**config.mk**
```make
export PLATFORM = sky130hd
export DESIGN_NAME = phy_pd_ctrl
export DESIGN_NICKNAME = d
export VERILOG_FILES = /design/src/rtl/phy_pd_ctrl.sv
export SDC_FILE = /design/constraint.sdc
export NUM_CORES = 1
export LEC_CHECK = 0
export ABC_CLOCK_PERIOD_IN_PS = 1200
export BUFFER_PORTS_ARGS = -buffer_cell sky130_fd_sc_hd__buf_4
export CORE_AREA = 2 2 39 41
export CTS_CLUSTER_DIAMETER = 50
export CTS_CLUSTER_SIZE = 12
export DETAILED_ROUTE_END_ITERATION = 8
export DIE_AREA = 0 0 41 43
export PLACE_DENSITY = 0.4
export SYNTH_ARGS = -nofsm -noshare
export SYNTH_HDL_FRONTEND = slang
export SYNTH_SLANG_ARGS = --single-unit
```
**constraint.sdc**
```tcl
create_clock -name clk -period 1.2 [get_ports clk]
set_input_delay 0.06 -clock clk [delete_from_list [all_inputs] [get_ports clk]]
set_output_delay 0.06 -clock clk [all_outputs]
set_load 0.03 [all_outputs]
```
**src/rtl/phy_pd_ctrl.sv**
```systemverilog
module phy_pd_ctrl (
  input  logic       clk,
  input  logic       rst_n,
  input  logic       cfg_valid,
  input  logic [1:0] pwr_state,
  input  logic       wol_active,
  input  logic       mng_uses_port,
  input  logic       pme_en,
  input  logic       serdes_mode,
  input  logic       lan_off_pin,
  input  logic       cfg_lp_pd_en,
  input  logic       cfg_pin_pd,
  input  logic       cfg_port_off,
  input  logic       cfg_bus_off,
  input  logic       phy_dn_ack,
  output logic       phy_pd_req,
  output logic       mac_pd_req
);

  logic link_needed, low_pwr_off, pin_off;
  logic phy_want, mac_want;
  logic phy_seen, mac_seen;

  assign link_needed = (pwr_state == 2'b00) | wol_active | mng_uses_port | pme_en;
  assign low_pwr_off = cfg_lp_pd_en & ~link_needed;
  assign pin_off     = lan_off_pin & cfg_pin_pd;

  assign phy_want = cfg_valid & (low_pwr_off | serdes_mode | pin_off | cfg_port_off);
  assign mac_want = cfg_valid & pin_off;

  always_ff @(posedge clk or negedge rst_n) begin
    if (!rst_n) begin
      phy_seen   <= 1'b0;
      mac_seen   <= 1'b0;
      phy_pd_req <= 1'b0;
      mac_pd_req <= 1'b0;
    end else begin
      phy_seen   <= phy_want;
      mac_seen   <= mac_want;
      phy_pd_req <= phy_want & phy_seen & (phy_pd_req | ~phy_dn_ack);
      mac_pd_req <= mac_want & mac_seen;
    end
  end

endmodule


```
; ---- Word-level counts from Yosys, hierarchy flattened
; Index checks and enable logic that the tools add are counted.
[totals]
regBits = 4
latchBits = 0
ramBits = 0
mem_bits_ro = 0
output_inout_bits = 2
elab_cells = 21
memories = 0
[op_classes]
add_sub_neg = 0
mul = 0
div_mod_pow = 0
magnitude_cmp = 0
n_eq_ne = 0
shifts = 0
mux = 0
n_bitwise = 16
reduce_logical = 1
[op_table]
columns = operator, n
row1 = $and A1 B1 Y1, 7
row2 = $or A1 B1 Y1, 7
row3 = $logic_not A2 Y1, 1
row4 = $not A1 Y1, 2

; ---- Longest topological paths before layout
; Gate-level depths: netlist of the first run.
[depth]
word_depth = 12
depth_mapped = 3

; ---- Worst setup path after synthesis of the first run
; Ideal clock, no wire load.
[synth_path]
path_kind = input port to flip-flop
from = input port mng_uses_port
to = register phy_pd_req
setup_time_ns = 0.067
arrival_ns = 0.897
required_ns = 1.133
slack_ns = 0.237
cell_stages = 3
path_buffers = 0
cell_sequence = or4b_1 o21ai_1 o2111a_1
[synth_via]
elab_chain_cells = 10
[synth_lines]
columns = element, line_no
row1 = from (decl), 7  ; input logic mng_uses_port,
row2 = $or A1 B1 Y1 (2 in a row), 24  ; assign link_needed = (pwr_state == 2'b00) | wol_active | mng_uses_port | pme_en;
row3 = $not A1 Y1, 25  ; assign low_pwr_off = cfg_lp_pd_en & ~link_needed;
row4 = $and A1 B1 Y1, 25
row5 = $or A1 B1 Y1 (3 in a row), 28  ; assign phy_want = cfg_valid & (low_pwr_off | serdes_mode | pin_off | cfg_port_off);
row6 = $and A1 B1 Y1, 28
row7 = $and A1 B1 Y1 (2 in a row), 40  ; phy_pd_req <= phy_want & phy_seen & (phy_pd_req | ~phy_dn_ack);
row8 = to (signal assigned), 40
row9 = to (decl), 16  ; output logic phy_pd_req,
; No other way between the ends.

; ---- Worst setup path after layout of the first run
; Ends and elaborated chain as after synthesis.

==> results.sh, run 1 <==
export IMPL_die_area_um2=1760
export IMPL_synth_seq_area_share=0.620
export IMPL_post_drt_wl_per_cell_um=8.94
export IMPL_yosys_cell_count_top_type="dfrtp_1"
export IMPL_ir_worst_vdd_uv=279
export IMPL_clock_sinks=4
export IMPL_antenna_found_initial=0
export IMPL_dr_pass1_iters=2
export IMPL_crit_type="in2reg"
export IMPL_pwr_share_seq=0.394
export IMPL_drive_gt1_frac=0.594
export IMPL_critPathLaunchType="primary input"
export IMPL_final_nets=49
export IMPL_clkTransAtPathRegs_ns=0.04
export IMPL_syn_nets=28
export IMPL_placed_area_um2=294
export IMPL_io_buffers=15
export IMPL_ys_seq_elements=4
export IMPL_worst_setup_path_end_kind="flip-flop"
export IMPL_drtAntennaViolNets=0
export IMPL_yosysTopAreaCellShare=0.620
export IMPL_rr_endpoint="phy_pd_req"
export IMPL_cp_cell_sequence="buf_4, or4b_1, o21ai_1, o2111a_1"
export IMPL_tightest_slew_ns=0.175
export IMPL_netlist_instances=13
export IMPL_yosys_cell_types_count=10
export IMPL_start_util=0.117
export IMPL_use_met1=0.0619
export IMPL_cts_buffer_depth=2
export IMPL_cpPeakStageDelay_ns=0.51
export IMPL_relSlewSlack=0.883
export IMPL_io_pins=17
export IMPL_tritoncts="built"
export IMPL_grt_start_max_net_pins=5
export IMPL_status="complete, no violations"
export IMPL_drv_slew=0
export IMPL_gp_congestion=0.639
export IMPL_synthTopCellsByArea="dfrtp_1 (62%), o2111a_1 (7.0%), or4b_1 (6.2%)"
export IMPL_use_met2=0.0781
export IMPL_area_growth_pct=102
export IMPL_clkPwrFrac=0.456
export IMPL_layout_cells_non_filler=48
export IMPL_setup_viol=0
export IMPL_async_flop_share=1.00
export IMPL_ff2ff_setup_slack_ns=0.49
export IMPL_grt_pass1_wl_um=690
export IMPL_drc=0
export IMPL_hp_start="cfg_valid"
export IMPL_dp_cells=44
export IMPL_final_util=0.236
export IMPL_min_period_over_period=0.760
export IMPL_num_rows=14
export IMPL_crit_start="mng_uses_port"
export IMPL_pwr_density_cell_nw_per_um2=1110
export IMPL_p_sw_frac=0.199
export IMPL_synthesis_area_um2=161
export IMPL_gr_usage_met3=0.0524
export IMPL_yosysTopAreaCell="dfrtp_1"
export IMPL_layout_filler_cells=159
export IMPL_min_path_cells=2
export IMPL_slowest_stage="or4b_1"
export IMPL_synthFlopType="dfrtp_1"
export IMPL_whs_ns=0.0758
export IMPL_seqCellArea_um2=100
export IMPL_cts_buffers=3
export IMPL_die_x_um=41
export IMPL_die_y_um=43
export IMPL_clock_latency_ns=0.23
export IMPL_fin_area_um2=327
export IMPL_hp_class="in2reg"
export IMPL_skew_ns=0.0000425
export IMPL_hold_end="phy_seen"
export IMPL_p_leak_nw=0.171
export IMPL_busiest_layer="met4"
export IMPL_r2r_start="phy_pd_req"
export IMPL_synth_area_per_cell_um2=12.4
export IMPL_wl_um=429
export IMPL_hold_viol_final=0
export IMPL_yosysWarnings=0
export IMPL_via_count=182
export IMPL_dr_first_iter_drc_count=1
export IMPL_final_common_cell="buf_4"
export IMPL_n_antenna_cell=0
export IMPL_pwr_share_comb=0.150
export IMPL_grt_total_usage=0.0665
export IMPL_finalSetupTns_ns=0
export IMPL_final_cell_mix="buf_4 (15), dfrtp_1 (4), clkbuf_4 (3)"
export IMPL_viasPerCell=3.79
export IMPL_max_freq_ghz=1.10
export IMPL_core_um2=1380
export IMPL_cp_max_fo=2
export IMPL_cell_internal_pwr_mw=0.289
export IMPL_rsz0062_at_grt="false"
export IMPL_max_cap_viol_count=0
export IMPL_synth_edf_count=0
export IMPL_switching_power_mw=0.0717
export IMPL_multi_input_area_um2=57.6
export IMPL_cts_root_buf="clkbuf_4"
export IMPL_htree_levels=1
export IMPL_grt_pass1_vias=195
export IMPL_cts_resized=0
export IMPL_cp_data_arrival_time_ns=1.08
export IMPL_grt_ovfl_total=0
export IMPL_finalCriticalPeriod_ns=0.912
export IMPL_ff2ff_path_depth=1
export IMPL_cp_required_ns=1.37
## registers in the layout, indices dropped and copies added, names as in the netlist
| register | cells |
|---|---|
| mac_pd_req | 1 |
| mac_seen | 1 |
| phy_pd_req | 1 |
| phy_seen | 1 |
## kinds of logic after synthesis
group	count (synthesis)	share of synthesized area
buffers and inverters	1	0.0232
AND/OR/NAND/NOR	5	0.209
flip-flops	4	0.620
AO/OA/AOI/OAI	3	0.147
## worst max-delay path by stage
stage | endpoint | depth (start not counted)
6_report | phy_pd_req | 4
5_1_grt | phy_pd_req | 4
3_5_place_dp | phy_pd_req | 4
3_3_place_gp | phy_pd_req | 4
4_1_cts | phy_pd_req | 4
2_1_floorplan | phy_pd_req | 3
## critical path, delay by kind of cell
kind	cells	cell delay (ns)
compound gates	2	0.40
simple gates	1	0.51
buf+inv	1	0.11
## what timing repair did
item / CTS / global route
hold endpoints to repair: 4 / 0
hold buffers: 1 / 0
setup buffers: 0 / 0
## routing by layer
| metal | wire [um] | vias to the layer above |
|---|---|---|
| met3 | 73 | 0 |
| met1 | 162 | 79 |
| met2 | 193 | 16 |
| met5 | 0 | - |
| li1 | - | 87 |
| met4 | 0 | 0 |
## area by class of cell
type                       count  area share
sequential                     4       0.307
inverter                       1      0.0115
tap                           16      0.0613
clock buffer                   3      0.0690
timing repair buffer          16       0.375
multi-input combinational      8       0.176
## power groups by stage
stage	Combinational [mW]	Sequential [mW]	Clock [mW]
finish	0.0542	0.142	0.164
detailed placement	0.0520	0.144	0
global placement	0.0505	0.144	0
floorplan	0.00886	0.148	0
CTS	0.0550	0.142	0.177
global route	0.0594	0.143	0.191
## through the flow
step | worst slack (ns) | total power, mW
global placement | 0.0699 | 0.195
CTS | 0.284 | 0.375
floorplan | 0.237 | 0.156
global route | 0.259 | 0.393
finish | 0.288 | 0.361
detailed placement | 0.0419 | 0.196
Power figures use the tool's default switching activity.
==> inputs of run 2 (changes only) <==
--- a/config.mk
+++ b/config.mk
@@ -5,14 +5,15 @@
 export SDC_FILE = /design/constraint.sdc
 export NUM_CORES = 1
 export LEC_CHECK = 0
-export ABC_CLOCK_PERIOD_IN_PS = 1200
+export ABC_AREA = 1
+export ABC_CLOCK_PERIOD_IN_PS = 860
 export BUFFER_PORTS_ARGS = -buffer_cell sky130_fd_sc_hd__buf_4
 export CORE_AREA = 2 2 39 41
 export CTS_CLUSTER_DIAMETER = 50
 export CTS_CLUSTER_SIZE = 12
 export DETAILED_ROUTE_END_ITERATION = 8
 export DIE_AREA = 0 0 41 43
-export PLACE_DENSITY = 0.4
+export PLACE_DENSITY = 0.43
 export SYNTH_ARGS = -nofsm -noshare
 export SYNTH_HDL_FRONTEND = slang
 export SYNTH_SLANG_ARGS = --single-unit
==> constraint.sdc (replaced) <==
create_clock -name clk -period 0.86 [get_ports clk]
set_input_delay 0.043 -clock clk [delete_from_list [all_inputs] [get_ports clk]]
set_output_delay 0.043 -clock clk [all_outputs]
set_load 0.03 [all_outputs]
==> run 2 against run 1 <==
Design area increased by 8.4%. Sequential share of layout area decreased by 2.4 points. Cell count increased by 23%. Clock-buffer cell count unchanged. Clock skew about the same. First-iteration DRC count increased to 3.0 times the previous value. Critical path type is now reg2out. Critical endpoint is now phy_pd_req. Largest cell class unchanged.
==> results.sh, run 2 <==
export IMPL_status="complete, no violations"
export IMPL_n_antenna_cell=0
export IMPL_max_freq_ghz=1.23
export IMPL_clkTransAtPathRegs_ns=0.04
export IMPL_io_buffers=15
export IMPL_io_pins=17
export IMPL_finalSetupTns_ns=0
export IMPL_finalCriticalPeriod_ns=0.811
export IMPL_final_nets=60
export IMPL_cp_max_fo=2
export IMPL_synthesis_area_um2=189
export IMPL_yosysWarnings=0
export IMPL_syn_nets=39
export IMPL_cpPeakStageDelay_ns=0.37
export IMPL_num_rows=14
export IMPL_post_drt_wl_per_cell_um=6.71
export IMPL_final_util=0.256
export IMPL_cp_required_ns=0.82
export IMPL_viasPerCell=3.41
export IMPL_setup_viol=0
export IMPL_wl_um=396
export IMPL_tightest_slew_ns=0.164
export IMPL_hp_class="in2reg"
export IMPL_grt_start_max_net_pins=5
export IMPL_cp_data_arrival_time_ns=0.77
export IMPL_cts_buffer_depth=2
export IMPL_gp_congestion=0.610
export IMPL_relSlewSlack=0.891
export IMPL_max_cap_viol_count=0
export IMPL_drive_gt1_frac=0.488
export IMPL_yosys_cell_types_count=9
export IMPL_synth_area_per_cell_um2=7.87
export IMPL_die_x_um=41
export IMPL_die_area_um2=1760
export IMPL_synth_common_cells="inv_1 (7), dfrtp_1 (4), nand2_1 (4)"
export IMPL_rsz0062_at_grt="false"
export IMPL_drtAntennaViolNets=0
export IMPL_crit_type="reg2out"
export IMPL_cts_resized=0
export IMPL_critPathTopFamily="flip-flops"
export IMPL_ir_worst_vdd_uv=578
export IMPL_cp_cell_sequence="buf_4"
export IMPL_yosysTopAreaCellShare=0.530
export IMPL_final_common_cell="buf_4"
export IMPL_synthFlopType="dfrtp_1"
export IMPL_die_y_um=43
export IMPL_grt_ovfl_total=0
export IMPL_worst_setup_path_end_kind="primary output"
export IMPL_async_flop_share=1.00
export IMPL_final_cell_mix="buf_4 (15), inv_1 (7), nand2_1 (4), dfrtp_1 (4)"
export IMPL_min_path_cells=3
export IMPL_clock_latency_ns=0.23
export IMPL_htree_levels=1
export IMPL_area_growth_pct=87.4
export IMPL_ys_seq_elements=4
export IMPL_antenna_found_initial=0
export IMPL_yosys_cell_count_top_type="inv_1"
export IMPL_drv_slew=0
export IMPL_grt_total_usage=0.0735
export IMPL_hold_buffers=1
export IMPL_skew_ns=0.0000291
export IMPL_critPathLaunchType="flip-flop"
export IMPL_cp_num_buf_inv=1
export IMPL_synthTopCellsByArea="dfrtp_1 (53%), inv_1 (14%), nand2_1 (7.9%)"
export IMPL_hpwl_um=326
export IMPL_drc=0
export IMPL_ff2ff_path_depth=2
export IMPL_dr_pass1_iters=2
export IMPL_pwr_density_cell_nw_per_um2=1450
export IMPL_post_cts_buffers=0
export IMPL_via_count=201
export IMPL_synth_seq_area_share=0.530
export IMPL_layout_filler_cells=155
export IMPL_cts_root_buf="clkbuf_4"
export IMPL_netlist_instances=24
export IMPL_hold_viol_final=0
export IMPL_yosysTopAreaCell="dfrtp_1"
export IMPL_grt_pass1_wl_um=807
export IMPL_tritoncts="built"
export IMPL_dr_first_iter_drc_count=3
export IMPL_slowest_stage="dfrtp_1"
export IMPL_clock_sinks=4
export IMPL_core_um2=1380
export IMPL_start_util=0.137
export IMPL_p_leak_nw=0.208
export IMPL_path_depth=1
export IMPL_min_period_over_period=0.944
export IMPL_grt_pass1_vias=238
export IMPL_synth_edf_count=0
export IMPL_cts_buffers=3
## run 2: cell count changes after synthesis, moves of 2 or more
cell / delta
inv_1: +6
nand2_1: +4
nor2_1: +2
nor2_2: +2
## run 2: final cells by class
class                           instances  area [um^2]  share of cell area
Sequential cell                         4          100               0.283
Clock buffer                            3         22.5              0.0636
Tap cell                               16         20.0              0.0565
Multi-Input combinational cell         13         62.6               0.177
Timing Repair Buffer                   16          123               0.346
Inverter                                7         26.3              0.0742
## run 2: metal layers
metal	routed length, um	share of wire	GRT usage
met1	149	0.38	0.0617
met2	192	0.48	0.113
met3	54	0.14	0.0942
met4	0	0	0
met5	0	0	0
## run 2: worst paths after layout
| path | from | to | slack (ns) |
|---|---|---|---|
| setup / recovery | phy_pd_req | phy_pd_req | 0.05 |
| hold / removal | cfg_valid | phy_seen | 0.03 |
| setup reg to reg | phy_pd_req | phy_pd_req | 0.16 |
| hold reg to reg | phy_seen | phy_pd_req | 0.50 |
| max in group asynchronous | rst_n | mac_pd_req | 0.61 |
| min in group asynchronous | rst_n | phy_seen | 0.14 |
## run 2: power by group
| group | total, mW | switching, mW | internal, mW |
|---|---|---|---|
| clock network | 0.230 | 0.0737 | 0.156 |
| registers | 0.199 | 0.00202 | 0.197 |
| logic | 0.0869 | 0.0331 | 0.0538 |
## run 2: stage by stage
| stage | power [mW] | hold slack (ns) | cells | worst slack, ns | area (um^2) |
|---|---|---|---|---|---|
| after floorplan | 0.230 | -0.253 | 24 | 0.0361 | 189 |
| after global placement | 0.285 | -0.156 | 55 | 0.166 | 322 |
| after detailed placement | 0.286 | -0.157 | 55 | 0.163 | 322 |
| final | 0.515 | 0.0308 | 59 | 0.0486 | 354 |
| after global routing | 0.569 | 0.0414 | 59 | 0.00269 | 354 |
| after CTS | 0.533 | 0.0233 | 59 | 0.0336 | 354 |
## run 2: logic make-up after synthesis
kind of cell | Yosys count | share of synthesized area
and+or+nand+nor | 12 | 0.305
buffers and inverters | 7 | 0.139
DFF | 4 | 0.530
AOI/OAI and AO/OA | 1 | 0.0265
==> inputs of run 3 (changes only) <==
--- a/config.mk
+++ b/config.mk
@@ -9,6 +9,7 @@
 export ABC_CLOCK_PERIOD_IN_PS = 860
 export BUFFER_PORTS_ARGS = -buffer_cell sky130_fd_sc_hd__buf_4
 export CORE_AREA = 2 2 39 41
+export CTS_BUF_LIST = sky130_fd_sc_hd__clkbuf_8
 export CTS_CLUSTER_DIAMETER = 50
 export CTS_CLUSTER_SIZE = 12
 export DETAILED_ROUTE_END_ITERATION = 8
==> run 3 against run 2 <==
Clock skew barely moved. Clock-buffer cell count did not move. Core utilization rose by 1.4 points. Power rose by 31%. Sequential power barely moved. Fmax rose by 2.6%. Critical path depth did not move. Combinational power barely moved. Global-route usage did not move. First-iteration DRC count did not move. Wire length did not move.
==> results.sh, run 3 (synthesized netlist as in run 2, its figures left out) <==
export IMPL_grt_pass1_vias=238
export IMPL_whs_ns=0.0502
export IMPL_tritoncts="built"
export IMPL_area_growth_pct=97.4
export IMPL_max_freq_ghz=1.26
export IMPL_worst_setup_path_end_kind="primary output"
export IMPL_gp_congestion=0.610
export IMPL_dr_pass1_iters=2
export IMPL_tightest_slew_ns=0.164
export IMPL_die_area_um2=1760
export IMPL_start_util=0.137
export IMPL_multi_input_area_um2=62.6
export IMPL_clkTransAtPathRegs_ns=0.03
export IMPL_ir_worst_vdd_uv=788
export IMPL_dr_first_iter_drc_count=3
export IMPL_cts_resized=0
export IMPL_io_pins=17
export IMPL_max_cap_viol_count=0
export IMPL_final_nets=60
export IMPL_finalCriticalPeriod_ns=0.791
export IMPL_critPathTopFamily="flip-flops"
export IMPL_via_count=201
export IMPL_crit_type="reg2out"
export IMPL_status="complete, no violations"
export IMPL_grt_start_max_net_pins=5
export IMPL_cts_root_buf="clkbuf_8"
export IMPL_hp_class="in2reg"
export IMPL_critPathLaunchType="flip-flop"
export IMPL_min_period_over_period=0.919
export IMPL_antenna_found_initial=0
export IMPL_final_util=0.269
export IMPL_grt_total_usage=0.0735
export IMPL_cp_required_ns=0.82
export IMPL_drc=0
export IMPL_htree_levels=1
export IMPL_post_cts_buffers=0
export IMPL_die_y_um=43
export IMPL_n_antenna_cell=0
export IMPL_num_rows=14
export IMPL_hold_viol_final=0
export IMPL_finalSetupTns_ns=0
export IMPL_final_cell_mix="buf_4 (15), inv_1 (7), nand2_1 (4), dfrtp_1 (4)"
export IMPL_final_common_cell="buf_4"
export IMPL_cts_buffer_depth=2
export IMPL_drive_gt1_frac=0.488
export IMPL_relSlewSlack=0.891
export IMPL_p_leak_nw=0.216
export IMPL_slowest_stage="dfrtp_1"
export IMPL_cp_num_buf_inv=1
export IMPL_pwr_density_cell_nw_per_um2=1800
export IMPL_io_buffers=15
export IMPL_core_um2=1380
export IMPL_setup_viol=0
export IMPL_hpwl_um=326
export IMPL_skew_ns=0.0000290
export IMPL_cp_cell_sequence="buf_4"
export IMPL_drv_slew=0
export IMPL_viasPerCell=3.41
export IMPL_rsz0062_at_grt="false"
export IMPL_drtAntennaViolNets=0
export IMPL_seqCellArea_um2=100
export IMPL_post_drt_wl_per_cell_um=6.71
export IMPL_cts_buffers=3
export IMPL_grt_pass1_wl_um=807
export IMPL_cp_max_fo=2
export IMPL_cpPeakStageDelay_ns=0.37
export IMPL_layout_filler_cells=155
export IMPL_die_x_um=41
export IMPL_wl_um=396
export IMPL_cp_data_arrival_time_ns=0.75
export IMPL_clock_sinks=4
export IMPL_clock_latency_ns=0.21
export IMPL_grt_ovfl_total=0
-- run 3: changes by cell type in the layout (fill, tap and decap cells not counted) --
cell	previous run	this run
clkbuf_4	3	0
clkbuf_8	0	3
-- run 3: worst paths after layout --
check / startpoint / endpoint / slack, ns / cells after the start
max in group asynchronous: rst_n / mac_pd_req / 0.59 / 2
min: cfg_valid / phy_seen / 0.05 / 3
min reg2reg: phy_seen / phy_pd_req / 0.50 / 2
max reg2reg: phy_pd_req / phy_pd_req / 0.16 / 2
max: phy_pd_req / phy_pd_req / 0.07 / 1
min in group asynchronous: rst_n / phy_seen / 0.16 / 2
-- run 3: cell type report --
class	count	area share
Clock buffer	3	0.111
Tap cell	16	0.0537
Timing Repair Buffer	16	0.329
Inverter	7	0.0705
Sequential cell	4	0.268
Multi-Input combinational cell	13	0.168
-- run 3: worst min-delay path, cell delays in order --
cell,delay [ns]
buf_4,0.09
nand2_2,0.05
inv_1,0.04
-- run 3: where the power goes --
| group | switching, mW | leakage, nW | total [mW] | internal [mW] |
|---|---|---|---|---|
| registers | 0.00202 | 0.0531 | 0.199 | 0.197 |
| clock network | 0.0890 | 0.0216 | 0.387 | 0.298 |
| logic | 0.0331 | 0.141 | 0.0869 | 0.0538 |
| total | 0.124 | 0.216 | 0.672 | 0.548 |
-- run 3: metrics by stage --
step	total power [mW]	cell area (um^2)	cells	worst slack (ns)
floorplan	0.230	189	24	0.0361
global placement	0.285	322	55	0.166
detailed placement	0.286	322	55	0.163
CTS	0.690	373	59	0.0592
global route	0.728	373	59	0.0337
finish	0.672	373	59	0.0693
-- run 3: layer usage --
metal  global-route usage  up-vias  routed length [um]
met4                    0        0                   0
met1               0.0617       86                 149
met5                    0        -                   0
met3               0.0942        0                  55
met2                0.113        9                 192
li1                     -      106                   -
-- run 3: what timing repair did --
item,CTS,global route
endpoints found under the hold margin,4,0
hold buffers,1,0
endpoints found under the setup margin,0,0
